==> src/rtl/sp_pkg.sv <==
// Shared types for the stack pointer unit.
package sp_pkg;
    // Resolved stack action for one cycle, after priority among strobes.
    typedef enum logic [2:0] {
        SK_NONE  = 3'd0,
        SK_PUSH1 = 3'd1,
        SK_PUSH2 = 3'd2,
        SK_POP1  = 3'd3,
        SK_POP2  = 3'd4
    } step_kind_t;
endpackage

==> src/rtl/sp_event_decode.sv <==
// Turns the four stack strobes into a single resolved action.
// Assumes: strobes are one-cycle pulses; when several are high together,
// call wins over return, return over data push, data push over data pop.
module sp_event_decode
    import sp_pkg::*;
(
    input  logic       ev_push,
    input  logic       ev_pop,
    input  logic       ev_call,
    input  logic       ev_ret,
    output step_kind_t kind
);
    // Fixed priority selection of the action to perform.
    always_comb begin
        if (ev_call)      kind = SK_PUSH2;
        else if (ev_ret)  kind = SK_POP2;
        else if (ev_push) kind = SK_PUSH1;
        else if (ev_pop)  kind = SK_POP1;
        else              kind = SK_NONE;
    end
endmodule

==> src/rtl/sp_addr_gen.sv <==
// Forms SRAM byte addresses and read/write enables from the current
// pointer and the resolved action.
// Assumes: the pointer names the next free byte (push writes then
// decrements, pop increments then reads).
module sp_addr_gen
    import sp_pkg::*;
#(
    parameter int SP_W = 16
) (
    input  logic [SP_W-1:0] sp,
    input  step_kind_t      kind,
    output logic [SP_W-1:0] addr_a,
    output logic [SP_W-1:0] addr_b,
    output logic            mem_we,
    output logic            mem_re
);
    localparam logic [SP_W-1:0] ONE = SP_W'(1);
    localparam logic [SP_W-1:0] TWO = SP_W'(2);

    // Address and enable selection per action.
    always_comb begin
        addr_a = '0;
        addr_b = '0;
        mem_we = 1'b0;
        mem_re = 1'b0;
        unique case (kind)
            SK_PUSH1: begin
                addr_a = sp;
                addr_b = sp;
                mem_we = 1'b1;
            end
            SK_PUSH2: begin
                addr_a = sp;
                addr_b = sp - ONE;
                mem_we = 1'b1;
            end
            SK_POP1: begin
                addr_a = sp + ONE;
                addr_b = sp + ONE;
                mem_re = 1'b1;
            end
            SK_POP2: begin
                addr_a = sp + TWO;
                addr_b = sp + ONE;
                mem_re = 1'b1;
            end
            default: ;
        endcase
    end
endmodule

==> src/rtl/sp_floor_guard.sv <==
// Raises a warning when a push is requested with the pointer at or below
// the lowest legal stack placement.
// Assumes: FLOOR fits in SP_W bits.
module sp_floor_guard
    import sp_pkg::*;
#(
    parameter int          SP_W  = 16,
    parameter int unsigned FLOOR = 32'h60
) (
    input  logic [SP_W-1:0] sp,
    input  step_kind_t      kind,
    output logic            floor_warn
);
    localparam logic [SP_W-1:0] FLOOR_V = SP_W'(FLOOR);

    // Compare only while a push of either size is in progress.
    always_comb begin
        floor_warn = ((kind == SK_PUSH1) || (kind == SK_PUSH2)) && (sp <= FLOOR_V);
    end
endmodule

==> src/rtl/sp_reg.sv <==
// Pointer register split into byte-wide halves. Software writes take
// precedence: any write in a cycle discards that cycle's stack step.
// Assumes: SP_W is a multiple of HALVES.
module sp_reg
    import sp_pkg::*;
#(
    parameter int SP_W   = 16,
    parameter int HALVES = 2
) (
    input  logic                     clk,
    input  logic                     rst_n,
    input  logic [HALVES-1:0]        sw_wr,
    input  logic [SP_W/HALVES-1:0]   sw_wdata,
    input  step_kind_t               kind,
    output logic [SP_W-1:0]          sp
);
    localparam int HALF_W = SP_W / HALVES;

    logic [SP_W-1:0] sp_q;
    logic [SP_W-1:0] sp_step;

    // Arithmetic next value for the resolved action, modulo 2^SP_W.
    always_comb begin
        unique case (kind)
            SK_PUSH1: sp_step = sp_q - SP_W'(1);
            SK_PUSH2: sp_step = sp_q - SP_W'(2);
            SK_POP1:  sp_step = sp_q + SP_W'(1);
            SK_POP2:  sp_step = sp_q + SP_W'(2);
            default:  sp_step = sp_q;
        endcase
    end

    // Register update: reset, else software write per half, else step.
    always_ff @(posedge clk) begin
        if (!rst_n) begin
            sp_q <= '0;
        end else if (|sw_wr) begin
            for (int h = 0; h < HALVES; h++) begin
                if (sw_wr[h]) sp_q[h*HALF_W +: HALF_W] <= sw_wdata;
            end
        end else begin
            sp_q <= sp_step;
        end
    end

    assign sp = sp_q;
endmodule

==> src/rtl/stack_ptr_unit.sv <==
// Top of the stack pointer unit: byte-wide software access to a 16-bit
// downward-growing pointer, stack event stepping and SRAM addressing.
// Assumes: synchronous active-low reset; strobes sampled on rising edge.
module stack_ptr_unit
    import sp_pkg::*;
#(
    parameter int          SP_W  = 16,
    parameter int unsigned FLOOR = 32'h60
) (
    input  logic        clk,
    input  logic        rst_n,
    input  logic        sw_wr_hi,
    input  logic        sw_wr_lo,
    input  logic [7:0]  sw_wdata,
    input  logic        ev_push,
    input  logic        ev_pop,
    input  logic        ev_call,
    input  logic        ev_ret,
    output logic [7:0]  sp_hi,
    output logic [7:0]  sp_lo,
    output logic [15:0] addr_a,
    output logic [15:0] addr_b,
    output logic        mem_we,
    output logic        mem_re,
    output logic        floor_warn
);
    localparam int HALVES = 2;
    localparam int HALF_W = SP_W / HALVES;

    step_kind_t       kind;
    logic [SP_W-1:0]  sp;

    sp_event_decode u_dec (
        .ev_push (ev_push),
        .ev_pop  (ev_pop),
        .ev_call (ev_call),
        .ev_ret  (ev_ret),
        .kind    (kind)
    );

    sp_reg #(.SP_W(SP_W), .HALVES(HALVES)) u_reg (
        .clk      (clk),
        .rst_n    (rst_n),
        .sw_wr    ({sw_wr_hi, sw_wr_lo}),
        .sw_wdata (sw_wdata),
        .kind     (kind),
        .sp       (sp)
    );

    sp_addr_gen #(.SP_W(SP_W)) u_addr (
        .sp     (sp),
        .kind   (kind),
        .addr_a (addr_a),
        .addr_b (addr_b),
        .mem_we (mem_we),
        .mem_re (mem_re)
    );

    sp_floor_guard #(.SP_W(SP_W), .FLOOR(FLOOR)) u_floor (
        .sp         (sp),
        .kind       (kind),
        .floor_warn (floor_warn)
    );

    assign sp_hi = sp[SP_W-1:HALF_W];
    assign sp_lo = sp[HALF_W-1:0];
endmodule

==> config.mk <==
export PLATFORM = sky130hd
export DESIGN_NAME = stack_ptr_unit
export DESIGN_NICKNAME = d
export VERILOG_FILES = /design/src/rtl/sp_pkg.sv /design/src/rtl/sp_event_decode.sv /design/src/rtl/sp_addr_gen.sv /design/src/rtl/sp_floor_guard.sv /design/src/rtl/sp_reg.sv /design/src/rtl/stack_ptr_unit.sv
export SDC_FILE = /design/constraint.sdc
export NUM_CORES = 1
export LEC_CHECK = 0
export BUFFER_PORTS_ARGS = -buffer_cell sky130_fd_sc_hd__buf_2
export CAP_MARGIN = 25
export CELL_PAD_IN_SITES_DETAIL_PLACEMENT = 0
export CELL_PAD_IN_SITES_GLOBAL_PLACEMENT = 2
export CORE_MARGIN = 3
export CORE_UTILIZATION = 30
export CTS_BUF_LIST = sky130_fd_sc_hd__clkbuf_8
export CTS_CLUSTER_SIZE = 20
export DETAILED_ROUTE_END_ITERATION = 12
export GPL_TIMING_DRIVEN = 0
export HOLD_SLACK_MARGIN = 0.1
export MAX_ROUTING_LAYER = met4
export PLACE_DENSITY = 0.88
export SYNTH_ARGS = -nofsm -noshare
export SYNTH_HDL_FRONTEND = slang
export SYNTH_SLANG_ARGS = --single-unit
==> constraint.sdc <==
create_clock -name clk -period 2.9 [get_ports clk]
set_input_delay 0.145 -clock clk [delete_from_list [all_inputs] [get_ports clk]]
set_output_delay 0.145 -clock clk [all_outputs]
set_load 0.02 [all_outputs]
=== After elaboration in Yosys (flattened, before gate mapping) ===
Index checks and enable logic that the tools add are counted.

* Flip-flop bits (word level): 16
* Bits of input ports: 16
* Output and inout bits: 51

* Add/sub/neg operators: 4
* $lt $le $gt $ge: 1
* Equal/unequal tests: 6
* Mux-type cells: 12
* Reduce and logical (&&, ||, !) cells: 8

{| class="wikitable"
|+ Operators with widths
! operator !! number
|-
| one-hot mux 16 bit (3 select lines) || 2
|-
| one-hot mux 16 bit (4 select lines) || 1
|-
| adder 16 x 1 -> 16 bit (second input constant) || 1
|-
| adder 16 x 2 -> 16 bit (second input constant) || 1
|-
| <= comparator 16 x 7 -> 1 bit (second input constant) || 1
|-
| 2-to-1 mux 16 bit || 1
|-
| 2-to-1 mux 8 bit || 2
|-
| subtractor 16 x 1 -> 16 bit (second input constant) || 1
|-
| subtractor 16 x 2 -> 16 bit (second input constant) || 1
|-
| 2-to-1 mux 3 bit || 3
|-
| equality test 3 x 2 -> 1 bit (second input constant) || 2
|-
| OR reduction 2 bit || 3
|-
| nonzero test 5 bit || 1
|-
| != test 2 bit (second input constant) || 2
|-
| AND reduction 2 bit || 2
|-
| equality test 3 x 1 -> 1 bit (second input constant) || 1
|-
| equality test 3 bit (second input constant) || 1
|-
| 2-to-1 mux 1 bit || 2
|-
| 2-to-1 mux 2 bit || 1
|-
| logical AND 1 bit || 1
|-
| logical OR 1 bit || 1
|}

=== Logic depth before layout (Yosys ltp) ===
Gate-level depths: netlist (run 1).

* Depth in word-level cells: 7
* Mapped depth: 9

=== Modules after synthesis ===
A second synthesis (run 1) with hierarchy kept.

* Cells, all modules: 597
* Area, all modules: 4,122.7 sq um

{| class="wikitable"
|+ Modules (own cells, without submodules)
! module !! times used !! cells an instance !! area an instance (sq um)
|-
| sp_reg || 1 || 277 || 2,184.6
|-
| sp_addr_gen || 1 || 306 || 1,849.3
|-
| sp_floor_guard || 1 || 9 || 62.6
|-
| sp_event_decode || 1 || 5 || 26.3
|}

=== Worst setup path after synthesis (run 1) ===
OpenSTA, ideal clock, no wires.

* Path kind: register -> output
* Start point: register u_reg.sp_q[2], in the netlist u_reg.sp[2]
* End point: output addr_b[15]
* Arrival time: 2.379 ns
* Data required time: 2.755 ns
* Setup slack: 0.376 ns
* Stages on the path, launching flop included: 8
* Path through: dfxtp_1 -> clkbuf_1 -> inv_1 -> ha_1 -> a21boi_1 -> nand4_1 -> a2111oi_0 -> nor2_1

* Word-level cells in the longest chain between the ends: 2

{| class="wikitable"
|+ RTL lines
! what !! line !! source
|-
| start: declaration || sp_reg.sv:19 || <nowiki>logic [SP_W-1:0] sp_q;</nowiki>
|-
| start signal: indexed assignment || sp_reg.sv:39 || <nowiki>if (sw_wr[h]) sp_q[h*HALF_W +: HALF_W] <= sw_wdata;</nowiki>
|-
| start signal: assignment || sp_reg.sv:42 || <nowiki>sp_q <= sp_step;</nowiki>
|-
| adder 16 x 1 -> 16 bit / subtractor 16 x 1 -> 16 bit (equally long branches) || sp_addr_gen.sv:39, sp_addr_gen.sv:44, sp_addr_gen.sv:34 ||
|-
| one-hot mux 16 bit (3 select lines) * || sp_addr_gen.sv:26 || <nowiki>unique case (kind)</nowiki>
|-
| end: declaration || stack_ptr_unit.sv:22 || <nowiki>output logic [15:0] addr_b,</nowiki>
|}

Every way passes the cells marked *; elsewhere a longest branch is shown, timed or not.

=== Worst setup path after layout (run 1) ===
* Start point: input ev_push
* End point: output addr_b[10]

* Word-level cells in the longest chain between the ends: 6

{| class="wikitable"
|+ RTL lines
! what !! line !! source
|-
| start: declaration || stack_ptr_unit.sv:15 || <nowiki>input logic ev_push,</nowiki>
|-
| 2-to-1 mux 3 bit * || sp_event_decode.sv:17 || <nowiki>else if (ev_push) kind = SK_PUSH1;</nowiki>
|-
| 2-to-1 mux 3 bit * || sp_event_decode.sv:16 || <nowiki>else if (ev_ret) kind = SK_POP2;</nowiki>
|-
| 2-to-1 mux 3 bit * || sp_event_decode.sv:15 || <nowiki>if (ev_call) kind = SK_PUSH2;</nowiki>
|-
| equality test 3 x 2 -> 1 bit / equality test 3 bit (equally long branches) || sp_addr_gen.sv:26 ||
|-
| OR reduction 2 bit (no line) || -- ||
|-
| one-hot mux 16 bit (3 select lines) * || sp_addr_gen.sv:26 ||
|}

Marked as above.

==> flow_summary.ini, run 1 <==
[run_status]
run_status = finished clean

[logic_synthesis]
async_flop_share_pct = 0
synth_top_family_by_area = compound AO/OA/AOI/OAI gates
synthTopCellsByArea = dfxtp_1 11%, a21oi_1 6.9%, nand2_1 6.6%
synthCells = 439
synthSimpleGateAreaFrac_pct = 29.2
synthAdderAreaFrac_pct = 2.64
yosys.area.top_type = dfxtp_1
synth_nets = 461
synth_edf_count = 0
synth_area_per_cell_um2 = 6.48
synth_seq_cells = 16
syn-cell-area_um2 = 2840
yosysUniqueCellTypes = 61
ys.flop_type = dfxtp_1
synth_compound_area_share_pct = 42.1
synth_xor_area_share_pct = 5.54
synth_top_area_share_pct = 11.3
synth_mux_area_share_pct = 1.06
synth_warnings = 0
synth_seq_area_share_pct = 11.3

[global_routing]
grt_pass1_vias = 3643
grt_antenna_before_repair = 0
overflow = 0
grt_max_degree = 12
grtUsageTotal_pct = 27.2
grt_pass1_wl_um = 21200

[final_layout]
multi_input_area_um2 = 2380
largest_reg_flops = 16
drive_gt1_share_pct = 21.2
area_growth_pct = 24.3
ff_latch_area_um2 = 322
antenna_cells = 0
layout.nets = 537
fin_util_pct = 39.4
fill_cells = 980

[sta]
period_share_pct = 96.1
slew_headroom_pct = 37.2
setup_viol = 0
worstMarginPinSlew_ns = 0.934
rsz0062_at_grt = yes
fin_skew_ns = 0.0129
hold_violations = 0
hold_ws_ns = 0.241
fmax_mhz = 359
fin_setup_tns_ns = 0
finalCriticalPeriod_ns = 2.79
slew_violations = 0

[cts]
cts.sinks = 16
cts_tree = yes
numCtsBuffers = 3
cts.path.max_buffers = 2
cts_max_level = 1
cts_root_buffer = clkbuf_8
cts.clk_slew.worst_paths_ns = 0.09
clk_latency_ns = 0.28

[routing]
totalWireLength_um = 14300
drtPass1Iterations = 5
via_count = 4066
wl_per_cell_um = 22.4
drt_iter0_markers = 448
via_per_inst = 6.35
ant_nets = 0
drc = 0

[setup_path]
ff2ff_path_depth = 6
worst_path_max_delay_cell = clkbuf_1
path_cells = clkbuf_1 > nor2b_1 > clkbuf_1 > o21ai_1 > inv_1 > clkbuf_1 > a221oi_1 > a21oi_1 > buf_2
critPathCaptureType = output pin
startpoint_type = input pin
path_common_cell = clkbuf_1
worst-path-max-fanout = 10
critPathMaxStageDelay_ns = 0.65
cp.required_ns = 2.76
crit_type = in -> out
cp.arrival_ns = 2.64

[power]
netSwitchingFraction_pct = 51.4
p_int_w = 0.000661
p_sw_w = 0.000700
p_per_area_nw_per_um2 = 385
p_total_w = 0.00136
p_seq_share_pct = 19.7
p_comb_share_pct = 63.3
pwr-share-clk_pct = 17.0
ir_drop_uv = 118
power.leakage_nw = 1.39

[die]
die_x_um = 103
dieArea_um2 = 10700
initial_core_util_pct = 31.7
core_um2 = 8980
die_h_um = 103
num_rows = 34
ios = 67

[worst_hold_path]
hold_class = in -> reg
hold_depth = 3

[placed_design]
place_hpwl_um = 10700
place.gp.congestion = 0.964
io_buffer_count = 62

[flow_run]
drv_cap = 0
path summary, 6_finish.rpt:
check,slack [ns],startpoint,end
hold reg to reg,0.77,u_reg.sp[1]$_SDFFE_PN0P_,u_reg.sp[1]$_SDFFE_PN0P_
setup / recovery,0.11,ev_push,addr_b[10]
setup reg to reg,0.36,u_reg.sp[8]$_SDFFE_PN0P_,u_reg.sp[13]$_SDFFE_PN0P_
hold / removal,0.24,sw_wdata[1],u_reg.sp[1]$_SDFFE_PN0P_
critical path: cells and delay by family:
kind	cells	cell delay, ns
buf+inv	5	1.69
compound gates	3	0.65
simple gates	1	0.15
per-layer routing:
metal / vias to the layer above / track usage [%] / routed length (µm)
li1: 1840 / - / -
met2: 306 / 40.1 / 6130
met5: - / - / 0
met4: 0 / 11.5 / 573
met1: 1871 / 36.7 / 6110
met3: 49 / 4.29 / 1510
power groups by stage:
stage | clock network [W] | logic (W) | registers [W]
2_1_floorplan | 0 | 0.000533 | 0.000288
3_3_place_gp | 0 | 0.000801 | 0.000269
3_5_place_dp | 0 | 0.000803 | 0.000270
4_1_cts | 0.000232 | 0.000814 | 0.000266
5_1_grt | 0.000238 | 0.000922 | 0.000271
6_report | 0.000232 | 0.000861 | 0.000267
layout by cell type, fill, tap and decap left out, types with 3 or more instances in the layout:
cell	count
or4_1	3
a22oi_1	6
dfxtp_1	15
a221oi_1	16
nand3_1	11
a32oi_1	3
xor2_1	4
o22ai_1	4
nor2_1	36
o21ai_0	29
ha_1	4
buf_2	65
a211oi_1	4
clkbuf_8	4
nor4b_1	3
inv_1	9
nor4_1	9
nor3_1	10
clkbuf_2	6
o211ai_1	3
o31a_1	5
nand2b_1	6
mux2i_1	3
buf_1	3
nand2_1	50
and2_1	5
clkbuf_1	34
o221ai_1	9
o31ai_1	4
a41oi_1	4
a21o_1	3
buf_4	7
a31oi_1	8
a21oi_1	39
a311o_1	3
nand4_1	9
xnor2_1	14
a311oi_1	5
a221o_1	3
and3_1	6
Yosys cell counts, types with 4 or more instances:
master / instances
clkbuf_1: 41
nor2_1: 37
and3_1: 6
nor4_1: 12
nand3_1: 12
o21ai_0: 29
xor2_1: 4
o31ai_1: 4
nand4_1: 9
o22ai_1: 4
dfxtp_1: 16
nand2b_1: 6
a22oi_1: 6
a211oi_1: 4
ha_1: 6
and2_1: 5
inv_1: 10
a41oi_1: 4
nand2_1: 50
a21oi_1: 39
a311oi_1: 6
o31a_1: 5
nor3_1: 11
a31oi_1: 8
o221ai_1: 9
xnor2_1: 14
a221oi_1: 16
layout make-up:
class                      count  area share (%)
multi-input combinational    365            67.4
timing repair buffer          71            10.5
sequential                    16            9.09
buffer                        46            5.56
tap                          126            4.46
clock buffer                   4            1.56
inverter                      12            1.38
through the flow:
| step | area (µm²) | worst slack [ns] | cells |
|---|---|---|---|
| after global routing | 3540 | 0.0146 | 640 |
| after detailed placement | 3320 | -0.248 | 628 |
| after CTS | 3420 | 0.0193 | 633 |
| final | 3540 | 0.113 | 640 |
| after global placement | 3310 | -0.274 | 627 |
| after floorplan | 2840 | 0.376 | 439 |
what timing repair did:
item	4_1_cts	5_1_grt
hold buffers	0	0
cloned	0	0
pin swaps	1	2
gates resized for setup	11	23
endpoints found under the hold margin	0	0
endpoints found under the setup margin	14	24
setup buffers	1	6
cells by family after synthesis:
group	count (synthesis)
AO/OA/AOI/OAI	171
buffers and inverters	58
adder cells (fa/ha/maj)	6
AND/OR/NAND/NOR	167
XOR/XNOR	18
multiplexers	3
flip-flops	16
Power figures use the tool's default switching activity.
==> run 2, diff against run 1 <==
--- a/config.mk
+++ b/config.mk
@@ -10,14 +10,15 @@
 export CELL_PAD_IN_SITES_DETAIL_PLACEMENT = 0
 export CELL_PAD_IN_SITES_GLOBAL_PLACEMENT = 2
 export CORE_MARGIN = 3
-export CORE_UTILIZATION = 30
+export CORE_UTILIZATION = 32
 export CTS_BUF_LIST = sky130_fd_sc_hd__clkbuf_8
 export CTS_CLUSTER_SIZE = 20
 export DETAILED_ROUTE_END_ITERATION = 12
 export GPL_TIMING_DRIVEN = 0
 export HOLD_SLACK_MARGIN = 0.1
 export MAX_ROUTING_LAYER = met4
-export PLACE_DENSITY = 0.88
+export PLACE_DENSITY = 0.92
+export RECOVER_POWER = 50
 export SYNTH_ARGS = -nofsm -noshare
 export SYNTH_HDL_FRONTEND = slang
 export SYNTH_SLANG_ARGS = --single-unit
==> constraint.sdc (replaced) <==
create_clock -name clk -period 3.5 [get_ports clk]
set_input_delay 0.175 -clock clk [delete_from_list [all_inputs] [get_ports clk]]
set_output_delay 0.175 -clock clk [all_outputs]
set_load 0.02 [all_outputs]
==> flow_summary.ini, run 2 (synthesis results as in run 1) <==
[setup_path]
timing.reg2reg.setup_slack_ns = 0.72
critPathMaxStageDelay_ns = 0.51
cp.arrival_ns = 3.18
r2r_start = u_reg.sp[1]$_SDFFE_PN0P_
worst_path_max_delay_cell = clkinv_1
ff2ff_path_depth = 8
critPathCaptureType = output pin
path_cells = buf_2 > clkbuf_1 > clkinv_1 > o21ai_0 > inv_1 > clkbuf_1 > a221oi_1 > a21oi_1 > buf_2
regToRegEndpoint = u_reg.sp[11]$_SDFFE_PN0P_
cp.required_ns = 3.32
crit_type = in -> out
startpoint_type = input pin
worst-path-max-fanout = 10

[cts]
numCtsBuffers = 3
cts.path.max_buffers = 2
post_cts_buffers = 0
hold_buffers = 0
clk_latency_ns = 0.27
cts_max_level = 1
cts.clk_slew.worst_paths_ns = 0.08
cts.sinks = 16
cts_tree = yes
cts_resized = 0
cts_root_buffer = clkbuf_8

[global_routing]
grt_max_degree = 12
overflow = 0
grt_antenna_before_repair = 0
grt_pass1_wl_um = 21200
grt_pass1_vias = 3693
grtUsageTotal_pct = 27.9

[final_layout]
antenna_cells = 0
drive_gt1_share_pct = 11.8
final_cell_mix = 61 x clkbuf_1, 50 x nand2_1, 44 x buf_2
final_common_cell = clkbuf_1
area_growth_pct = 16.8
finalNonFillerCells = 612
fin_util_pct = 39.4
largest_reg_flops = 16
fill_cells = 973
layout.nets = 531

[worst_hold_path]
hold_class = in -> reg
hold_depth = 3
whs_endpoint = u_reg.sp[1]$_SDFFE_PN0P_
hold_path_startpoint = sw_wdata[1]

[sta]
period_share_pct = 96.0
hold_violations = 0
worstMarginPinSlew_ns = 0.961
finalCriticalPeriod_ns = 3.36
fmax_mhz = 298
fin_skew_ns = 0.00837
slew_violations = 0
fin_setup_tns_ns = 0
slew_headroom_pct = 35.3
setup_viol = 0
rsz0062_at_grt = no

[routing]
ant_nets = 0
drt_iter0_markers = 370
via_count = 4049
wl_per_cell_um = 23.0
wl_met1_um = 6010
wl_met3_um = 1370
totalWireLength_um = 14100
wl_met2_um = 6240
drtPass1Iterations = 5
via_per_inst = 6.62
maxUsedRoutingLayer = met4
drc = 0

[placed_design]
place.gp.congestion = 0.959
place_hpwl_um = 10700
io_buffer_count = 62
placed_cells = 607

[die]
core_um2 = 8420
num_rows = 33
initial_core_util_pct = 33.8
die_h_um = 100
die_x_um = 100
dieArea_um2 = 10100
ios = 67

[run_status]
run_status = finished clean

[power]
power.leakage_nw = 1.23
p_per_area_nw_per_um2 = 320
ir_drop_uv = 93.3

[flow_run]
drv_cap = 0
-- run 2: cell types whose count changed in the layout (fill, tap and decap cells not counted), sizes merged --
cell | previous run | this run
clkinv | 1 | 2
clkbuf | 44 | 66
inv | 11 | 10
buf | 77 | 48
-- run 2: critical path: cells and delay by family --
kind	cells	cell delay, ns
AO/OA/AOI/OAI	3	0.94
buffers and inverters	6	2.04
-- run 2: layout make-up --
| class | count | area (µm²) | share of cell area [%] |
|---|---|---|---|
| inverters | 12 | 45.0 | 1.36 |
| multi-input cells | 365 | 2290 | 69.1 |
| plain buffers | 46 | 190 | 5.73 |
| well taps | 105 | 131 | 3.96 |
| clock buffers | 3 | 41.3 | 1.24 |
| repair buffers | 65 | 299 | 9.01 |
| flip-flops and latches | 16 | 320 | 9.65 |
-- run 2: how the worst max path moves through the flow --
stage | from | endpoint | cells past startpoint
6_report | ev_call | addr_b[8] | 9
4_1_cts | u_reg.sp[2]$_SDFFE_PN0P_ | addr_b[15] | 8
2_1_floorplan | u_reg.sp[2]$_SDFFE_PN0P_ | addr_b[15] | 7
5_1_grt | ev_call | addr_b[15] | 9
3_5_place_dp | u_reg.sp[2]$_SDFFE_PN0P_ | addr_b[15] | 8
3_3_place_gp | u_reg.sp[2]$_SDFFE_PN0P_ | addr_b[15] | 8
-- run 2: per-layer routing --
layer  GRT usage, %  up-vias
li1               -     1839
met1           37.3     1896
met2           42.2      266
met3           4.79       48
met4           10.1        0
met5              -        -
-- run 2: power by group --
group          internal [W]  switching [W]  total [W]
sequential         0.000199      0.0000217   0.000221
combinational      0.000222       0.000458   0.000680
clock             0.0000771      0.0000857   0.000163
-- run 2: per-stage QoR --
stage,power (W),worst slack (ns),cell area (µm²),hold WS [ns]
6_report,0.00106,0.141,3320,0.257
5_1_grt,0.00112,0.0424,3320,0.280
4_1_cts,0.00105,0.0318,3330,0.258
3_5_place_dp,0.000889,0.337,3290,0.541
3_3_place_gp,0.000886,0.321,3290,0.544
2_1_floorplan,0.000680,0.946,2840,0.337
==> run 3, diff against run 2 <==
--- a/config.mk
+++ b/config.mk
@@ -9,7 +9,7 @@
 export CAP_MARGIN = 25
 export CELL_PAD_IN_SITES_DETAIL_PLACEMENT = 0
 export CELL_PAD_IN_SITES_GLOBAL_PLACEMENT = 2
-export CORE_MARGIN = 3
+export CORE_MARGIN = 2
 export CORE_UTILIZATION = 32
 export CTS_BUF_LIST = sky130_fd_sc_hd__clkbuf_8
 export CTS_CLUSTER_SIZE = 20
==> flow_summary.ini, run 3 (synthesis results as in run 1) <==
[final_layout]
final_cell_area_um2 = 3330
multi_input_area_um2 = 2290
area_growth_pct = 17.0
largest_reg_flops = 16
fill_cells = 998
layout.nets = 529
antenna_cells = 0
final_common_cell = clkbuf_1
ff_latch_area_um2 = 320
fin_util_pct = 38.3
drive_gt1_share_pct = 11.5
final_cell_mix = 62 x clkbuf_1, 50 x nand2_1, 43 x buf_2

[cts]
cts.clk_slew.worst_paths_ns = 0.08
clk_latency_ns = 0.27
cts.path.max_buffers = 2
cts_root_buffer = clkbuf_8
cts_max_level = 1
cts.sinks = 16
numCtsBuffers = 3
cts_tree = yes

[sta]
setup_viol = 0
rsz0062_at_grt = no
worstMarginPinSlew_ns = 1.14
fmax_mhz = 298
fin_ws_ns = 0.142
slew_violations = 0
finalCriticalPeriod_ns = 3.36
period_share_pct = 95.9
fin_skew_ns = 0.00122
hold_violations = 0
fin_setup_tns_ns = 0
slew_headroom_pct = 23.3

[routing]
drt_iter0_markers = 440
ant_nets = 0
drtPass1Iterations = 6
via_count = 3973
wl_per_cell_um = 22.0
totalWireLength_um = 13500
via_per_inst = 6.47
drc = 0

[power]
p_comb_share_pct = 62.4
ir_drop_uv = 115
netSwitchingFraction_pct = 51.8
p_int_w = 0.000520
p_seq_share_pct = 20.4
p_sw_w = 0.000559
p_per_area_nw_per_um2 = 324
pwr-share-clk_pct = 17.2
power.leakage_nw = 1.23

[setup_path]
path_delay_family = simple AND/OR/NAND/NOR gates
worst_path_max_delay_cell = nor4_1
path_common_cell = clkbuf_1
worst-path-max-fanout = 10
cp_num_buf_inv = 3
cp.required_ns = 3.32
critPathCaptureType = output pin
cp.arrival_ns = 3.18
path_cells = clkbuf_1 > nor4_1 > clkbuf_1 > nand4_1 > xnor2_1 > a22oi_1 > o21ai_0 > buf_2
crit_type = reg -> out
critPathMaxStageDelay_ns = 0.92
startpoint_type = flip-flop

[global_routing]
grt_max_degree = 12
overflow = 0
grt_pass1_vias = 3660
grtUsageTotal_pct = 27.5
grt_pass1_wl_um = 20300
grt_antenna_before_repair = 0

[placed_design]
place.gp.congestion = 0.976
place_ws_ns = 0.375
dpl_cell_area_um2 = 3290
place_hpwl_um = 10200
io_buffer_count = 62

[die]
dieArea_um2 = 9660
core_um2 = 8680
die_x_um = 98.3
initial_core_util_pct = 32.8
ios = 67
die_h_um = 98.3
num_rows = 34

[flow_run]
drv_cap = 0

[run_status]
run_status = finished clean

[worst_hold_path]
hold_class = in -> reg
run 3: per-stage QoR:
stage | hold slack [ns] | std cells | power, W
detailed placement | 0.553 | 610 | 0.000883
global route | 0.288 | 614 | 0.00113
finish | 0.267 | 614 | 0.00108
CTS | 0.268 | 614 | 0.00107
floorplan | 0.337 | 439 | 0.000680
global placement | 0.540 | 609 | 0.000882
run 3: worst register-to-register path, cell delays in order, from the launching register on:
cell	delay, ns
dfxtp_1	0.51
clkbuf_1	0.37
inv_1	0.14
ha_1	0.33
a21boi_2	0.45
and3_1	0.31
xnor2_1	0.11
a2111o_1	0.43
o22ai_1	0.19
run 3: repair_timing:
item | in CTS | in global routing
hold buffers | 0 | 0
gates resized for setup | 0 | 1
setup buffers | 0 | 0
endpoints found under the setup margin | 0 | 1
run 3: power by group through the flow:
stage / Sequential [W] / Clock, W / Combinational [W]
4_1_cts: 0.000219 / 0.000185 / 0.000663
5_1_grt: 0.000222 / 0.000190 / 0.000721
3_3_place_gp: 0.000222 / 0 / 0.000660
2_1_floorplan: 0.000239 / 0 / 0.000442
3_5_place_dp: 0.000223 / 0 / 0.000661
6_report: 0.000220 / 0.000186 / 0.000673
run 3: worst paths after layout:
check | startpoint | cells past startpoint | slack [ns] | to
max reg2reg | u_reg.sp[2]$_SDFFE_PN0P_ | 8 | 0.57 | u_reg.sp[11]$_SDFFE_PN0P_
min reg2reg | u_reg.sp[1]$_SDFFE_PN0P_ | 3 | 0.82 | u_reg.sp[1]$_SDFFE_PN0P_
max | u_reg.sp[4]$_SDFFE_PN0P_ | 8 | 0.14 | addr_b[14]
min | sw_wdata[1] | 3 | 0.27 | u_reg.sp[1]$_SDFFE_PN0P_
run 3: per-layer routing:
layer  vias to the layer above  global-route usage, %  wire length [µm]  part of all wire (%)
met5                         -                      -                 0                     0
met2                       268                   40.1              5730                    42
met4                         0                   13.7               588                   4.3
met1                      1816                   36.7              5770                    43
li1                       1839                      -                 -                     -
met3                        50                   4.51              1450                    11
run 3: area by class of cell:
cell class	instances	share of cell area (%)
multi-input combinational	365	68.9
sequential	16	9.63
timing repair buffer	63	8.69
buffer	46	5.68
tap	108	4.06
clock buffer	4	1.65
inverter	12	1.35
